File: src/rtl/i2civ_pkg.sv
// Package: shared register select encoding and fixed bit positions for the
// I2C interrupt vector encoder. Assumes a 2-bit register select.
package i2civ_pkg;

    // Register select values on the access port
    typedef enum logic [1:0] {
        SEL_MASK = 2'd0,
        SEL_STAT = 2'd1,
        SEL_VEC  = 2'd2,
        SEL_NONE = 2'd3
    } regsel_e;

    // Source positions (shared by events, mask and status)
    localparam int SRC_ARB_LOST = 0;
    localparam int SRC_NO_ACK   = 1;
    localparam int SRC_ACC_RDY  = 2;
    localparam int SRC_RX_RDY   = 3;
    localparam int SRC_TX_RDY   = 4;
    localparam int SRC_STOP_DET = 5;
    localparam int SRC_AS_SLAVE = 6;

endpackage

File: src/rtl/i2civ_flag_cell.sv
// Module: one sticky pending flag. A set pulse latches it; a clear drops it.
// Assumes set and clear are single-cycle strobes; set has priority over clear.
module i2civ_flag_cell (
    input  logic clk,
    input  logic rst_n,
    input  logic set_i,
    input  logic clr_i,
    output logic flag_o
);

    logic flag_q;

    // Purpose: hold the flag; the event beats a simultaneous clear.
    always_ff @(posedge clk) begin
        if (!rst_n) begin
            flag_q <= 1'b0;
        end else if (set_i) begin
            flag_q <= 1'b1;
        end else if (clr_i) begin
            flag_q <= 1'b0;
        end
    end

    assign flag_o = flag_q;

endmodule

File: src/rtl/i2civ_prio_enc.sv
// Module: fixed-priority encoder. Returns index+1 of the lowest set request
// bit, or 0 when none is set, plus a one-hot of the winner.
// Assumes NUM_REQ+1 fits in CODE_W bits.
module i2civ_prio_enc #(
    parameter int NUM_REQ = 7,
    parameter int CODE_W  = $clog2(NUM_REQ + 1)
) (
    input  logic [NUM_REQ-1:0] req_i,
    output logic [CODE_W-1:0]  code_o,
    output logic [NUM_REQ-1:0] win_o
);

    // Purpose: scan from the highest index down so the lowest index wins.
    always_comb begin
        code_o = '0;
        win_o  = '0;
        for (int i = NUM_REQ - 1; i >= 0; i--) begin
            if (req_i[i]) begin
                code_o = CODE_W'(i + 1);
                win_o  = '0;
                win_o[i] = 1'b1;
            end
        end
    end

endmodule

File: src/rtl/i2civ_reg_port.sv
// Module: register access port. Holds the enable mask, decodes status
// write-one-to-clear and vector acknowledge, and muxes read data.
// Assumes reads are combinational; all side effects land at the next edge.
module i2civ_reg_port
    import i2civ_pkg::*;
#(
    parameter int              NUM_SRC = 7,
    parameter int              DATA_W  = 16,
    parameter int              CODE_W  = 3,
    parameter int              RSF_BIT = 11,
    parameter int              BB_BIT  = 12,
    parameter logic [NUM_SRC-1:0] W1C_BITS = 7'b010_0100
) (
    input  logic               clk,
    input  logic               rst_n,
    input  logic [1:0]         reg_sel_i,
    input  logic               reg_wr_i,
    input  logic               reg_rd_i,
    input  logic [DATA_W-1:0]  reg_wdata_i,
    output logic [DATA_W-1:0]  reg_rdata_o,
    input  logic [NUM_SRC-1:0] pend_i,
    input  logic [CODE_W-1:0]  vec_code_i,
    input  logic [NUM_SRC-1:0] vec_win_i,
    input  logic               bus_busy_i,
    input  logic               rx_shift_full_i,
    output logic [NUM_SRC-1:0] mask_o,
    output logic [NUM_SRC-1:0] clr_o
);

    regsel_e              sel;
    logic [NUM_SRC-1:0]   mask_q;
    logic [NUM_SRC-1:0]   w1c_clr;
    logic [NUM_SRC-1:0]   ack_clr;

    assign sel = regsel_e'(reg_sel_i);

    // Purpose: store the enable mask on a write to the mask register.
    always_ff @(posedge clk) begin
        if (!rst_n) begin
            mask_q <= '0;
        end else if (reg_wr_i && sel == SEL_MASK) begin
            mask_q <= reg_wdata_i[NUM_SRC-1:0];
        end
    end

    // Purpose: write-one-to-clear, limited to the clearable status bits.
    always_comb begin
        w1c_clr = '0;
        if (reg_wr_i && sel == SEL_STAT) begin
            w1c_clr = reg_wdata_i[NUM_SRC-1:0] & W1C_BITS;
        end
    end

    // Purpose: a vector read acknowledges the source it reports.
    always_comb begin
        ack_clr = '0;
        if (reg_rd_i && sel == SEL_VEC && vec_code_i != '0) begin
            ack_clr = vec_win_i;
        end
    end

    // Purpose: read data mux for the selected register.
    always_comb begin
        reg_rdata_o = '0;
        unique case (sel)
            SEL_MASK: reg_rdata_o[NUM_SRC-1:0] = mask_q;
            SEL_STAT: begin
                reg_rdata_o[NUM_SRC-1:0] = pend_i;
                reg_rdata_o[RSF_BIT]     = rx_shift_full_i;
                reg_rdata_o[BB_BIT]      = bus_busy_i;
            end
            SEL_VEC:  reg_rdata_o[CODE_W-1:0] = vec_code_i;
            SEL_NONE: reg_rdata_o = '0;
            default:  reg_rdata_o = '0;
        endcase
    end

    assign mask_o = mask_q;
    assign clr_o  = w1c_clr | ack_clr;

endmodule

File: src/rtl/i2c_irq_vector_enc.sv
// Module: I2C interrupt vector encoder top. Latches event pulses into sticky
// flags, masks them, drives one interrupt line and an encoded vector.
// Assumes events are single-cycle pulses synchronous to clk.
module i2c_irq_vector_enc #(
    parameter int NUM_SRC = 7,
    parameter int DATA_W  = 16,
    parameter int RSF_BIT = 11,
    parameter int BB_BIT  = 12
) (
    input  logic              clk,
    input  logic              rst_n,
    input  logic [NUM_SRC-1:0] evt_i,
    input  logic              bus_busy_i,
    input  logic              rx_shift_full_i,
    input  logic [1:0]        reg_sel_i,
    input  logic              reg_wr_i,
    input  logic              reg_rd_i,
    input  logic [DATA_W-1:0] reg_wdata_i,
    output logic [DATA_W-1:0] reg_rdata_o,
    output logic              irq_o
);

    localparam int CODE_W = $clog2(NUM_SRC + 1);

    logic [NUM_SRC-1:0] pend_q;
    logic [NUM_SRC-1:0] mask_q;
    logic [NUM_SRC-1:0] clr;
    logic [NUM_SRC-1:0] live_req;
    logic [NUM_SRC-1:0] vec_win;
    logic [CODE_W-1:0]  vec_code;

    // One sticky flag per source
    genvar g;
    generate
        for (g = 0; g < NUM_SRC; g++) begin : g_flag
            i2civ_flag_cell u_flag (
                .clk    (clk),
                .rst_n  (rst_n),
                .set_i  (evt_i[g]),
                .clr_i  (clr[g]),
                .flag_o (pend_q[g])
            );
        end
    endgenerate

    assign live_req = pend_q & mask_q;

    i2civ_prio_enc #(
        .NUM_REQ (NUM_SRC),
        .CODE_W  (CODE_W)
    ) u_enc (
        .req_i  (live_req),
        .code_o (vec_code),
        .win_o  (vec_win)
    );

    i2civ_reg_port #(
        .NUM_SRC (NUM_SRC),
        .DATA_W  (DATA_W),
        .CODE_W  (CODE_W),
        .RSF_BIT (RSF_BIT),
        .BB_BIT  (BB_BIT)
    ) u_regs (
        .clk             (clk),
        .rst_n           (rst_n),
        .reg_sel_i       (reg_sel_i),
        .reg_wr_i        (reg_wr_i),
        .reg_rd_i        (reg_rd_i),
        .reg_wdata_i     (reg_wdata_i),
        .reg_rdata_o     (reg_rdata_o),
        .pend_i          (pend_q),
        .vec_code_i      (vec_code),
        .vec_win_i       (vec_win),
        .bus_busy_i      (bus_busy_i),
        .rx_shift_full_i (rx_shift_full_i),
        .mask_o          (mask_q),
        .clr_o           (clr)
    );

    // Interrupt line: any enabled pending flag
    assign irq_o = |live_req;

endmodule

File: config.mk
export PLATFORM = sky130hd
export DESIGN_NAME = i2c_irq_vector_enc
export DESIGN_NICKNAME = d
export VERILOG_FILES = /design/src/rtl/i2civ_pkg.sv /design/src/rtl/i2civ_flag_cell.sv /design/src/rtl/i2civ_prio_enc.sv /design/src/rtl/i2civ_reg_port.sv /design/src/rtl/i2c_irq_vector_enc.sv
export SDC_FILE = /design/constraint.sdc
export NUM_CORES = 1
export LEC_CHECK = 0
export BUFFER_PORTS_ARGS = -buffer_cell sky130_fd_sc_hd__buf_2
export CAP_MARGIN = 20
export CORE_MARGIN = 1.5
export CORE_UTILIZATION = 49
export CTS_BUF_LIST = sky130_fd_sc_hd__clkbuf_4
export DETAILED_ROUTE_END_ITERATION = 7
export GPL_TIMING_DRIVEN = 0
export PLACE_DENSITY = 0.84
export SYNTH_ARGS = -nofsm -noshare
export SYNTH_HDL_FRONTEND = slang
export SYNTH_HIERARCHICAL = 1
export SYNTH_SLANG_ARGS = --single-unit
File: constraint.sdc
create_clock -name clk -period 2.25 [get_ports clk]
set_input_delay 0.45 -clock clk [delete_from_list [all_inputs] [get_ports clk]]
set_output_delay 0.45 -clock clk [all_outputs]
set_load 0.02 [all_outputs]
==> run_results.csv <==
group,metric,value,unit
clocking,cts_buffer_depth,2,
finish,area_growth,22.9,%
die,core_area,2020,µm²
power,irDropWorstVdd,443,µV
power,p_per_area,421,nW/µm²
setup_path,end_kind,"primary output",
finish,final_common_cell,"buf_2",
grt,grt_pass1_vias,876,
timing,min_period,2.17,ns
timing,post-route-period-util,96.6,%
routing,wl_per_cell,12.3,µm
clocking,clkLatencyLatePin,0.27,ns
routing,vias,952,
die,initial_core_util,54.0,%
setup_path,critPathKind,"reg -> out",
flow_run,cap_violations,0,
synthesis,synth-seq-cells,14,
synthesis,synthArstFlopShare,0,%
timing,hold_slack,0.379,ns
grt,track_usage,20.3,%
synthesis,syn_area,1090,µm²
grt,grt_pass1_wl,3930,µm
setup_path,start_kind,"flip-flop",
timing,finalClockSkew,0.00435,ns
synthesis,avgSynthCellArea,8.94,µm²
routing,drcViolationCount,0,
die,placementRows,16,
timing,rsz0062_at_grt,"no",
grt,grt_max_degree,13,
routing,wirelength,2330,µm
finish,fill_cells,191,
clocking,clk_pin_slew,0.08,ns
synthesis,yosys_warnings,6,
synthesis,ys_seq_area_share,25.7,%
clocking,clock_sinks,14,
clocking,numCtsBuffers,3,
clocking,cts_tree,"yes",
timing,tns,0,ns
place,place.gp.congestion,0.974,
die,ios,48,
setup_path,required,1.80,ns
grt,antenna_found_initial,0,
finish,drive_gt1_share,40.1,%
routing,antenna_left,0,
synthesis,synth_cell_types,31,
grt,gr-usage-met2,36.6,%
clocking,cts_setup_buffers,0,
timing,setup_viol,0,
grt,grt.overflow.total,0,
place,port_buffers,31,
synthesis,synthFlopType,"dfxtp_1",
grt,busiest_layer,"met2",
synthesis,synth_edf_count,0,
clocking,cts.htree.levels,1,
clocking,root_buffer,"clkbuf_4",
grt,gr-usage-met3,2.68,%
synthesis,synth_top_area_cell,"dfxtp_1",
routing,first_pass_iters,4,
finish,nets,195,
synthesis,synthDominantCellAreaShare,25.7,%
power,leakage,0.623,nW
die,die_x,50.2,µm
timing,max_freq,0.460,GHz
synthesis,syn_inst,122,
setup_path,cp_max_fo,4,
routing,vias_per_cell,5.04,
place,place_hpwl,1850,µm
finish,antenna_cells,0,
timing,finalHoldViolations,0,
timing,finalMaxSlewViolations,0,
routing,initialDrtViolationCount,29,
die,die_area,2520,µm²
hold_path,hp-class,"in -> reg",
die,die_h,50.2,µm
grt,grt_use_met1,24.7,%
setup_path,crit_arrival,1.72,ns
synthesis,yosys-top-cells-area,"dfxtp_1 26%, mux2i_1 13%, nor2b_4 8.8%, buf_4 6.2%, nand2_1 4.8%",
finish,mostFrequentLayoutCells,"33 x buf_2, 14 x dfxtp_1, 14 x mux2i_1, 14 x nand2_1",
run_status,outcome,"complete, no violations",
==> worst max-delay path: stages, from the launching register on <==
cell,delay (ns)
dfxtp_1,0.34
and2_1,0.17
inv_1,0.09
a21oi_1,0.08
o31ai_1,0.42
o2bb2ai_1,0.18
buf_2,0.18
==> layer usage <==
| layer | up-vias | share of wire, % |
|---|---|---|
| met5 | - | 0 |
| met4 | 0 | 0 |
| met3 | 0 | 6.3 |
| met2 | 40 | 49 |
| met1 | 418 | 45 |
| li1 | 494 | - |
==> per-stage QoR <==
step	setup slack (ns)	utilization [%]	total power [mW]	cells	instance area, µm²
CTS	0.0205	65.5	0.568	189	1330
global placement	0.249	64.4	0.428	186	1300
finish	0.0764	66.3	0.565	189	1340
detailed placement	0.209	64.4	0.433	186	1300
global route	0.0156	66.3	0.602	189	1340
floorplan	0.401	-	0.384	128	1110
==> logic make-up after synthesis <==
family	synth area share, %
other	0.344
AOI/OAI and AO/OA	14.2
muxes	12.8
buffers and inverters	9.52
and+or+nand+nor	37.4
DFF	25.7
==> timing repair <==
item                                    4_1_cts  5_1_grt
hold buffers                                  0        0
endpoints found under the setup margin        0        1
gates resized for setup                       0        4
==> final cells by class <==
type,instances,area [µm²],area share [%]
well taps,27,33.8,2.52
multi-input cells,98,746,55.6
flip-flops and latches,14,280,20.9
plain buffers,12,88.8,6.62
clock buffers,3,22.5,1.68
repair buffers,31,155,11.6
inverters,4,15.0,1.12
==> Yosys cell counts (2+ instances only) <==
library cell,n
nor3b_1,6
nor3b_2,2
buf_4,9
and2_1,6
buf_2,2
nor2b_4,7
o31ai_1,3
nand2_1,14
o21a_1,7
o2bb2ai_1,3
nor2_1,9
a21oi_1,3
and2_2,2
inv_1,4
mux2i_1,14
and3b_1,2
nand4b_1,2
dfxtp_1,14
==> report_power, final <==
part / internal, mW / total, mW / switching (mW)
registers: 0.261 / 0.273 / 0.0120
logic: 0.0761 / 0.157 / 0.0804
clock network: 0.0619 / 0.135 / 0.0735
==> flip-flops by register name (all words and copies together), names as in the netlist <==
| name | flops |
|---|---|
| u_regs/mask_o | 7 |
| g_flag.u_flag/flag_o | 7 |
==> worst paths after layout <==
check | startpoint | endpoint | slack [ns] | depth (start not counted)
max reg2reg | u_regs/mask_o[5] | g_flag[4].u_flag/flag_o | 0.23 | 8
min | evt_i[1] | g_flag[1].u_flag/flag_o | 0.38 | 2
max | u_regs/mask_o[5] | reg_rdata_o[0] | 0.08 | 6
min reg2reg | u_regs/mask_o[4] | u_regs/mask_o[4] | 0.50 | 2
(Power assumes the default switching activity.)
